`src/rtl/wmc_pkg.sv`:
```
package wmc_pkg;
  typedef enum logic [2:0] {
    MODE_RESET = 3'd0,
    MODE_HIGH  = 3'd1,
    MODE_MED   = 3'd2,
    MODE_SUB   = 3'd3,
    MODE_SLEEP = 3'd4,
    MODE_WATCH = 3'd5,
    MODE_STAB  = 3'd6,
    MODE_HSTBY = 3'd7
  } mode_e;
endpackage

```
`src/rtl/wmc_src_gate.sv`:
```
module wmc_src_gate #(
  parameter int W = 8
) (
  input  logic [W-1:0] src_i,
  input  logic [W-1:0] en_i,
  input  logic         mask_i,
  output logic         hit_o
);
  assign hit_o = (|(src_i & en_i)) & ~mask_i;
endmodule

```
`src/rtl/wmc_wake_qual.sv`:
```
module wmc_wake_qual #(
  parameter int N_IRQ = 16,
  parameter int N_KEY = 10,
  parameter int N_WUE = 8
) (
  input  logic             wdt_ovf_i,
  input  logic             nmi_i,
  input  logic [N_IRQ-1:0] irq_i,
  input  logic [N_IRQ-1:0] irq_en_i,
  input  logic [N_KEY-1:0] key_i,
  input  logic [N_KEY-1:0] key_en_i,
  input  logic [N_WUE-1:0] wue_i,
  input  logic [N_WUE-1:0] wue_en_i,
  input  logic             cpu_mask_i,
  output logic             wake_o
);
  logic irq_hit, key_hit, wue_hit;

  wmc_src_gate #(.W(N_IRQ)) u_irq (
    .src_i(irq_i), .en_i(irq_en_i), .mask_i(cpu_mask_i), .hit_o(irq_hit));
  wmc_src_gate #(.W(N_KEY)) u_key (
    .src_i(key_i), .en_i(key_en_i), .mask_i(cpu_mask_i), .hit_o(key_hit));
  wmc_src_gate #(.W(N_WUE)) u_wue (
    .src_i(wue_i), .en_i(wue_en_i), .mask_i(cpu_mask_i), .hit_o(wue_hit));

  // unmaskable sources first
  assign wake_o = wdt_ovf_i | nmi_i | irq_hit | key_hit | wue_hit;
endmodule

```
`src/rtl/wmc_stab_timer.sv`:
```
module wmc_stab_timer #(
  parameter int BASE_LOG2 = 8,
  parameter int SEL_W     = 3
) (
  input  logic             clk_i,
  input  logic             rst_ni,
  input  logic             load_i,
  input  logic             run_i,
  input  logic [SEL_W-1:0] sel_i,
  output logic             done_o
);
  localparam int CW = BASE_LOG2 + (1 << SEL_W);

  logic [CW-1:0] cnt_q;
  logic [CW-1:0] load_val;

  assign load_val = ({{(CW-1){1'b0}}, 1'b1} << (BASE_LOG2 + int'(sel_i))) - {{(CW-1){1'b0}}, 1'b1};

  always_ff @(posedge clk_i or negedge rst_ni) begin
    if (!rst_ni)                      cnt_q <= '0;
    else if (load_i)                  cnt_q <= load_val;
    else if (run_i && cnt_q != '0)    cnt_q <= cnt_q - 1'b1;
  end

  assign done_o = run_i && (cnt_q == '0);
endmodule

```
`src/rtl/wmc_fsm.sv`:
```
module wmc_fsm
  import wmc_pkg::*;
(
  input  logic  clk_i,
  input  logic  rst_ni,
  input  logic  sleep_i,
  input  logic  ssby_sel_i,
  input  logic  dt_dis_i,
  input  logic  wdt_src_sel_i,
  input  logic  low_speed_sel_i,
  input  logic  clk_div_nz_i,
  input  logic  wake_i,
  input  logic  res_pin_i,
  input  logic  stby_pin_i,
  input  logic  stab_done_i,
  output mode_e mode_o,
  output logic  stab_load_o,
  output logic  irq_start_o
);
  mode_e st_q, st_d, ret_q, ret_d;
  logic  start_d, start_q;
  logic  watch_ok;

  assign watch_ok = ssby_sel_i & ~dt_dis_i & wdt_src_sel_i;

  always_comb begin
    st_d        = st_q;
    ret_d       = ret_q;
    start_d     = 1'b0;
    stab_load_o = 1'b0;
    if (res_pin_i)       st_d = MODE_RESET;
    else if (stby_pin_i) st_d = MODE_HSTBY;
    else begin
      unique case (st_q)
        MODE_RESET: st_d = MODE_HIGH;
        MODE_HSTBY: st_d = MODE_RESET;
        MODE_HIGH, MODE_MED, MODE_SUB: begin
          if (sleep_i) begin
            if (st_q != MODE_MED && watch_ok) st_d = MODE_WATCH;
            else begin
              st_d  = MODE_SLEEP;
              ret_d = st_q;
            end
          end
        end
        MODE_SLEEP: begin
          if (wake_i) begin
            st_d    = ret_q;
            start_d = 1'b1;
          end
        end
        MODE_WATCH: begin
          if (wake_i) begin
            if (low_speed_sel_i) begin
              st_d    = MODE_SUB;
              start_d = 1'b1;
            end else if (clk_div_nz_i) begin
              st_d    = MODE_MED;
              start_d = 1'b1;
            end else begin
              st_d        = MODE_STAB;
              stab_load_o = 1'b1;
            end
          end
        end
        MODE_STAB: begin
          if (stab_done_i) begin
            st_d    = MODE_HIGH;
            start_d = 1'b1;
          end
        end
        default: st_d = MODE_RESET;
      endcase
    end
  end

  always_ff @(posedge clk_i or negedge rst_ni) begin
    if (!rst_ni) begin
      st_q    <= MODE_RESET;
      ret_q   <= MODE_HIGH;
      start_q <= 1'b0;
    end else begin
      st_q    <= st_d;
      ret_q   <= ret_d;
      start_q <= start_d;
    end
  end

  assign mode_o      = st_q;
  assign irq_start_o = start_q;
endmodule

```
`src/rtl/watch_mode_ctrl.sv`:
```
module watch_mode_ctrl
  import wmc_pkg::*;
#(
  parameter int N_IRQ     = 16,
  parameter int N_KEY     = 10,
  parameter int N_WUE     = 8,
  parameter int STAB_SEL_W = 3,
  parameter int STAB_BASE  = 8
) (
  input  logic                  clk_i,
  input  logic                  rst_ni,
  input  logic                  sleep_i,
  input  logic                  ssby_sel_i,
  input  logic                  dt_dis_i,
  input  logic                  wdt_src_sel_i,
  input  logic                  low_speed_sel_i,
  input  logic                  clk_div_nz_i,
  input  logic [STAB_SEL_W-1:0] stab_sel_i,
  input  logic                  wdt_ovf_i,
  input  logic                  nmi_i,
  input  logic [N_IRQ-1:0]      irq_i,
  input  logic [N_IRQ-1:0]      irq_en_i,
  input  logic [N_KEY-1:0]      key_i,
  input  logic [N_KEY-1:0]      key_en_i,
  input  logic [N_WUE-1:0]      wue_i,
  input  logic [N_WUE-1:0]      wue_en_i,
  input  logic                  cpu_mask_i,
  input  logic                  res_pin_i,
  input  logic                  stby_pin_i,
  output logic [2:0]            mode_o,
  output logic                  cpu_clk_en_o,
  output logic                  per_clk_en_o,
  output logic                  wdt_clk_en_o,
  output logic                  irq_start_o
);
  logic  wake, stab_load, stab_done;
  mode_e mode;

  wmc_wake_qual #(.N_IRQ(N_IRQ), .N_KEY(N_KEY), .N_WUE(N_WUE)) u_wake (
    .wdt_ovf_i (wdt_ovf_i),
    .nmi_i     (nmi_i),
    .irq_i     (irq_i),
    .irq_en_i  (irq_en_i),
    .key_i     (key_i),
    .key_en_i  (key_en_i),
    .wue_i     (wue_i),
    .wue_en_i  (wue_en_i),
    .cpu_mask_i(cpu_mask_i),
    .wake_o    (wake)
  );

  wmc_stab_timer #(.BASE_LOG2(STAB_BASE), .SEL_W(STAB_SEL_W)) u_stab (
    .clk_i (clk_i),
    .rst_ni(rst_ni),
    .load_i(stab_load),
    .run_i (mode == MODE_STAB),
    .sel_i (stab_sel_i),
    .done_o(stab_done)
  );

  wmc_fsm u_fsm (
    .clk_i          (clk_i),
    .rst_ni         (rst_ni),
    .sleep_i        (sleep_i),
    .ssby_sel_i     (ssby_sel_i),
    .dt_dis_i       (dt_dis_i),
    .wdt_src_sel_i  (wdt_src_sel_i),
    .low_speed_sel_i(low_speed_sel_i),
    .clk_div_nz_i   (clk_div_nz_i),
    .wake_i         (wake),
    .res_pin_i      (res_pin_i),
    .stby_pin_i     (stby_pin_i),
    .stab_done_i    (stab_done),
    .mode_o         (mode),
    .stab_load_o    (stab_load),
    .irq_start_o    (irq_start_o)
  );

  // clock gating per mode: {cpu, per, wdt}
  logic [2:0] gate;
  always_comb begin
    unique case (mode)
      MODE_HIGH, MODE_MED, MODE_SUB: gate = 3'b111;
      MODE_SLEEP:                    gate = 3'b011;
      MODE_WATCH, MODE_STAB:         gate = 3'b001;
      default:                       gate = 3'b000;
    endcase
  end

  assign {cpu_clk_en_o, per_clk_en_o, wdt_clk_en_o} = gate;
  assign mode_o = mode;
endmodule

```
`config.mk`:
```
export PLATFORM = sky130hd
export DESIGN_NAME = watch_mode_ctrl
export DESIGN_NICKNAME = d
export VERILOG_FILES = /design/src/rtl/wmc_pkg.sv /design/src/rtl/wmc_src_gate.sv /design/src/rtl/wmc_wake_qual.sv /design/src/rtl/wmc_stab_timer.sv /design/src/rtl/wmc_fsm.sv /design/src/rtl/watch_mode_ctrl.sv
export SDC_FILE = /design/constraint.sdc
export NUM_CORES = 1
export LEC_CHECK = 0
export BUFFER_PORTS_ARGS = -buffer_cell sky130_fd_sc_hd__buf_4
export CORE_MARGIN = 1
export CORE_UTILIZATION = 44
export DETAILED_ROUTE_END_ITERATION = 16
export HOLD_SLACK_MARGIN = 0.05
export PLACE_DENSITY = 0.86
export SLEW_MARGIN = 20
export SYNTH_ARGS = -nofsm -noshare
export SYNTH_HDL_FRONTEND = slang
export SYNTH_SLANG_ARGS = --single-unit
```
`constraint.sdc`:
```
create_clock -name clk_i -period 3 [get_ports clk_i]
set_input_delay 0.15 -clock clk_i [delete_from_list [all_inputs] [get_ports clk_i]]
set_output_delay 0.15 -clock clk_i [all_outputs]
set_load 0.01 [all_outputs]
```
==> results of run 1 <==
==> routing by layer <==
layer	global-route usage, %	vias to the layer above	share of wire (%)
li1	-	875	-
met1	29.6	832	40
met2	44.1	82	52
met3	3.65	10	5.8
met4	10.2	0	2.4
met5	0	-	0
==> worst reg2reg max path: stages (launching register included) <==
cell and delay, ns:
dfrtp_1 0.56, nand2_1 0.17, nor3_1 0.30, nand3_1 0.16, nand2_1 0.12, ha_1 0.19
buf_4 0.19, nand2_1 0.12, nor3_1 0.24, xnor2_1 0.17, mux2i_1 0.09
==> area by class of cell <==
class	count	area, um^2	area share (%)
multi-input combinational	148	998	41.5
timing repair buffer	93	701	29.1
sequential	23	577	24.0
tap	46	57.6	2.39
clock buffer	4	45.0	1.87
inverter	7	26.3	1.09
==> registers in the layout, indices dropped and copies added (netlist names) <==
register and cells:
u_fsm.irq_start_o 1, u_fsm.ret_q 3, u_stab.cnt_q 16, u_fsm.mode_o 3
==> metrics by stage <==
stage | instances | total power (W) | utilization [%]
floorplan | 185 | 0.000631 | -
global placement | 316 | 0.000784 | 68.3
detailed placement | 316 | 0.000796 | 68.3
CTS | 321 | 0.000990 | 69.9
global route | 321 | 0.00105 | 69.9
finish | 321 | 0.000986 | 69.9
==> power groups by stage <==
stage | sequential, W | combinational, W | clock, W
6_report | 0.000425 | 0.000369 | 0.000193
5_1_grt | 0.000432 | 0.000410 | 0.000209
4_1_cts | 0.000423 | 0.000370 | 0.000197
3_5_place_dp | 0.000428 | 0.000368 | 0
3_3_place_gp | 0.000427 | 0.000357 | 0
2_1_floorplan | 0.000409 | 0.000222 | 0
==> layout by cell type (no fill, tap or decap), types with 4 or more instances in the layout <==
| cell | netlist | routed |
|---|---|---|
| dfrtp_1 | 22 | 22 |
| a22oi_1 | 12 | 12 |
| xnor2_1 | 14 | 14 |
| buf_4 | 1 | 92 |
| nand3_1 | 6 | 6 |
| a21oi_1 | 4 | 4 |
| mux2i_1 | 7 | 7 |
| a221oi_1 | 4 | 4 |
| or3_1 | 8 | 8 |
| inv_1 | 7 | 7 |
| nor2_1 | 13 | 13 |
| nor3_1 | 17 | 17 |
| nand2_1 | 16 | 16 |
==> cells by family after synthesis <==
| logic type | after synthesis | share of synthesized area, % |
|---|---|---|
| fa+ha+maj | 1 | 0.767 |
| compound gates | 44 | 20.2 |
| simple gates | 78 | 25.5 |
| xor+xnor | 15 | 8.05 |
| mux | 10 | 6.59 |
| buf+inv | 14 | 3.45 |
| flops | 23 | 35.4 |
==> timing repair <==
| action | 4_1_cts | 5_1_grt |
|---|---|---|
| hold buffers | 1 | 0 |
| resized for setup | 0 | 0 |
| hold endpoints to repair | 23 | 0 |
==> worst paths after layout <==
path                            cells past startpoint                to  slack (ns)            start
max in group asynchronous                           2    u_fsm.ret_q[0]        2.40           rst_ni
worst min register to register                      1    u_fsm.ret_q[2]        0.50   u_fsm.ret_q[2]
worst min-delay path                                2   u_fsm.mode_o[1]        0.08        res_pin_i
worst max-delay path                               10  u_stab.cnt_q[14]        0.57  u_fsm.mode_o[0]
worst max register to register                     10  u_stab.cnt_q[14]        0.57  u_fsm.mode_o[0]
min in group asynchronous                           2   u_stab.cnt_q[9]        0.31           rst_ni
==> out/qor.csv, run 1 <==
metric;value;unit
status;finished, final reports clean;
Comb power frac;37.4;%
Die Span Y;62.9;um
drt pass-1 iters;4;
via count;1799;
fmax;0.411;GHz
sequential fraction of the synthesis area;35.4;%
FF+latch count, synth;23;
Yosys top cell area share;33.7;%
max cap viols;0;
CP max-delay cell;dfrtp_1;
DRT iter0 DRCs;141;
endpoints failing setup;0;
# clock sinks;23;
Total Die Area;3960;um^2
Peak VDD IR;0.218;mV
setup ws final;0.565;ns
worst path required time;3.13;ns
Psw;0.000320;W
number of flops mapped to enable cells by yosys;0;
post-synthesis instance total;185;
CTS Root Cell;clkbuf_8;
first-pass GRT wire length;7810;um
most common cell in the netlist;dfrtp_1;
routed len/inst;14.7;um
clock skew;0.00178;ns
Vias per Instance;5.60;
Yosys warning count;0;
critical path launch point type;flip-flop;
cell mode on critical path;nand2_1;
hold crit path type;input port to flip-flop;
dpl hpwl;3950;um
# fillers;295;
port bufs;90;
Total GRT Usage;24.9;%
Initial Util;47.4;%
critical path class;flip-flop to flip-flop;
DRT Wirelength;4730;um
Max-slew headroom;63.7;%
largest cells by area after synthesis;dfrtp_1, xnor2_1, a22oi_1, nor3_1, mux2i_1;
Leak;1.10;nW
Final Critical Period;2.43;ns
Final Slew Violations;0;
Largest stage delay, worst path;0.56;ns
ys flop type;dfrtp_1;
die width;62.9;um
final hold vios;0;
crit path DAT;2.57;ns
share of layout cells above drive strength 1;38.2;%
clk_lat worst skew;0.26;ns
sequential share of power;43.1;%
GRT Residual Overflow;0;
top cells by count, synth;dfrtp_1, nor3_1, nand2_1, xnor2_1, nor2_1;
final instance area;2400;um^2
Hold WS;0.0766;ns
setup TNS;0;ns
Buf/Inv on CP;1;
Yosys cell types;46;
Mapped Area;1630;um^2
total nets after synthesis;270;
clock group share of total power;19.5;%
clk slew on worst S/H paths;0.08;ns
synthesis-to-layout area growth;47.4;%
I/O pin cnt;91;
CTS H-tree depth;1;
CTS tree;done;
Worst Tran Pin Value;0.542;ns
switching share of power;32.5;%
worst slack, placed;0.494;ns
Inserted Clock Buffers;3;
unrepaired setup endpoints after global routing;no;
Final Net Count;361;
Syn Area/Cell;8.82;um^2
Worst path top cell family by delay;simple AND/OR/NAND/NOR gates;
Yosys top cell by area;dfrtp_1;
critical path endpoint category;flip-flop;
# rows;21;
largest net degree at the start of global routing;24;
Residual DRC;0;
number of routed nets with antenna violations;0;
fin crit share;81.2;%
Cell Pwr Density;410;nW/um^2
Async SR Flop Fraction;100;%
Routability Congestion;0.860;
diode count;0;
Internal Power;0.000666;W
initial antenna violation count;0;
core area;3440;um^2
clock tree buffer depth;2;
placed cell areas;2350;um^2
CP Max Fanout;13;
Critical Path, Cell by Cell;nand2_1 -> nor3_1 -> nand3_1 -> nand2_1 -> ha_1 -> buf_4 -> nand2_1 -> nor3_1 -> xnor2_1 -> mux2i_1;
Setup Fix Bufs, Post-CTS;0;
vias in the first global route;1741;
Power figures use the tool's default switching activity.
==> inputs of run 2 (changes only) <==
Settings changed: CORE_UTILIZATION 44 to 40, PLACE_DENSITY 0.86 to 0.82.
Clock period 3 ns to 2.16 ns, I/O delays scaled along.
==> run 2 against run 1 <==
  * Die area increased by 9.7%
  * Total power increased by 51%
  * Cell count increased by 9.7%
  * Hold slack improved by 0.021 ns
  * Routed wire length increased by 6.1%
  * Sequential share of layout area decreased by 2.5 points
  * Maximum frequency increased by 14%
  * Largest cell class unchanged
==> out/qor.csv, run 2 (synthesis gave the netlist of run 1 again) <==
metric;value;unit;change
Inserted Clock Buffers;3;;unchanged
Cell Pwr Density;552;nW/um^2;was 410 nW/um^2
number of routed nets with antenna violations;0;;unchanged
Critical Path, Cell by Cell;or4_4 -> or4b_4 -> nand2_4 -> nor3_2 -> xor2_1 -> mux2_4;;was nand2_1 -> nor3_1 -> nand3_1 -> nand2_1 -> ha_1 -> buf_4 -> nand2_1 -> nor3_1 -> xnor2_1 -> mux2i_1
Final Critical Period;2.13;ns;was 2.43 ns
max cap viols;0;;unchanged
clock skew;0.00811;ns;was 0.00178 ns
initial antenna violation count;0;;unchanged
unrepaired setup endpoints after global routing;yes;;was no
Psw;0.000483;W;was 0.000320 W
Peak VDD IR;0.267;mV;was 0.218 mV
clk slew on worst S/H paths;0.08;ns;about the same
Leak;1.25;nW;was 1.10 nW
Largest stage delay, worst path;0.54;ns;was 0.56 ns
via count;1917;;was 1799
# clock sinks;23;;unchanged
synthesis-to-layout area growth;64.8;%;was 47.4%
port bufs;90;;unchanged
setup ws final;0.0311;ns;was 0.565 ns
drt pass-1 iters;4;;unchanged
vias in the first global route;1867;;was 1741
die width;65.9;um;was 62.9 um
most frequent cells in the layout;buf_4, dfrtp_1, nand2_1;;was buf_4, dfrtp_1, nor3_1
DRT Wirelength;5020;um;was 4730 um
worst slack, placed;-0.221;ns;was 0.494 ns
critical path endpoint category;flip-flop;;unchanged
Max-slew headroom;67.4;%;was 63.7%
clock tree buffer depth;2;;unchanged
fmax;0.470;GHz;was 0.411 GHz
Worst path top cell family by delay;simple AND/OR/NAND/NOR gates;;unchanged
hold crit path type;input port to flip-flop;;unchanged
clock group share of total power;18.0;%;was 19.5%
final hold vios;0;;unchanged
Residual DRC;0;;unchanged
share of layout cells above drive strength 1;47.4;%;was 38.2%
CTS Root Cell;clkbuf_8;;unchanged
worst path required time;2.31;ns;was 3.13 ns
core area;3800;um^2;was 3440 um^2
GRT Residual Overflow;0;;unchanged
clk_lat worst skew;0.27;ns;was 0.26 ns
I/O pin cnt;91;;unchanged
Worst Tran Pin Value;0.486;ns;was 0.542 ns
CP max-delay cell;or4b_4;;was dfrtp_1
Top reg by flops;u_stab.cnt_q;;unchanged
commonest non-fill, non-tap cell in the layout;buf_4;;unchanged
Comb power frac;43.0;%;was 37.4%
critical path class;flip-flop to flip-flop;;unchanged
status;finished, final reports clean;;unchanged
Routability Congestion;0.869;;was 0.860
CTS tree;done;;unchanged
diode count;0;;unchanged
Initial Util;43.0;%;was 47.4%
endpoints failing setup;0;;unchanged
crit path DAT;2.28;ns;was 2.57 ns
Final Net Count;390;;was 361
critical path launch point type;flip-flop;;unchanged
Total Die Area;4340;um^2;was 3960 um^2
routed len/inst;14.3;um;was 14.7 um
DRT iter0 DRCs;137;;was 141
Total GRT Usage;24.1;%;was 24.9%
Hold WS;0.0972;ns;was 0.0766 ns
max reg flops;16;;unchanged
fin crit share;98.6;%;was 81.2%
CTS H-tree depth;1;;unchanged
Final Slew Violations;0;;unchanged
CP Max Fanout;4;;was 13
Vias per Instance;5.45;;was 5.60
Buf/Inv on CP;0;;was 1
Die Span Y;65.9;um;was 62.9 um
sequential share of power;39.0;%;was 43.1%
first-pass GRT wire length;7960;um;was 7810 um
# rows;22;;was 21
dpl hpwl;4070;um;was 3950 um
largest net degree at the start of global routing;24;;unchanged
Internal Power;0.00100;W;was 0.000666 W
switching share of power;32.5;%;about the same
run 2: final timing paths:
check	start	end	slack [ns]	cells after the start
worst min register to register	u_fsm.ret_q[2]	u_fsm.ret_q[2]	0.51	1
max in group asynchronous	rst_ni	u_fsm.ret_q[0]	1.59	2
worst max register to register	u_stab.cnt_q[11]	u_stab.cnt_q[11]	0.03	6
worst max-delay path	u_stab.cnt_q[11]	u_stab.cnt_q[11]	0.03	6
worst min-delay path	stby_pin_i	u_fsm.irq_start_o	0.1	2
min in group asynchronous	rst_ni	u_stab.cnt_q[12]	0.27	2
run 2: stage by stage:
| stage | TNS (ns) | power (W) | instance area (um^2) | utilization, % | std cells |
|---|---|---|---|---|---|
| 6_report | 0 | 0.00149 | 2690 | 70.8 | 352 |
| 5_1_grt | -0.0840 | 0.00159 | 2690 | 70.8 | 352 |
| 4_1_cts | 0 | 0.00148 | 2610 | 68.8 | 345 |
| 3_5_place_dp | -1.11 | 0.00121 | 2560 | 67.4 | 340 |
| 3_3_place_gp | -0.720 | 0.00118 | 2560 | 67.4 | 340 |
| 2_1_floorplan | 0 | 0.000908 | 1680 | - | 185 |
run 2: power by group through the flow:
| stage | clock [W] | combinational, W | sequential (W) |
|---|---|---|---|
| after floorplan | 0 | 0.000339 | 0.000569 |
| after global placement | 0 | 0.000595 | 0.000582 |
| after detailed placement | 0 | 0.000622 | 0.000586 |
| after CTS | 0.000276 | 0.000625 | 0.000578 |
| after global routing | 0.000301 | 0.000698 | 0.000588 |
| final | 0.000268 | 0.000639 | 0.000579 |
run 2: layer usage:
metal  up-vias  GRT usage [%]  routed length, um
li1        927              -                  -
met4         0           5.71                 53
met3         6           3.79                278
met2        89           47.6               2740
met1       895           26.1               1940
met5         -              0                  0
run 2: what timing repair did:
item | CTS | global route
setup buffers | 0 | 6
hold buffers | 1 | 1
setup endpoints to repair | 0 | 7
resized for setup | 0 | 4
endpoints found under the hold margin | 23 | 1
run 2: final cells by class:
type	count	area [um^2]
fillers	302	1110
clock buffers	4	45.0
inverters	7	26.3
repair buffers	122	921
well taps	48	60.1
multi-input cells	148	1060
flip-flops and latches	23	577
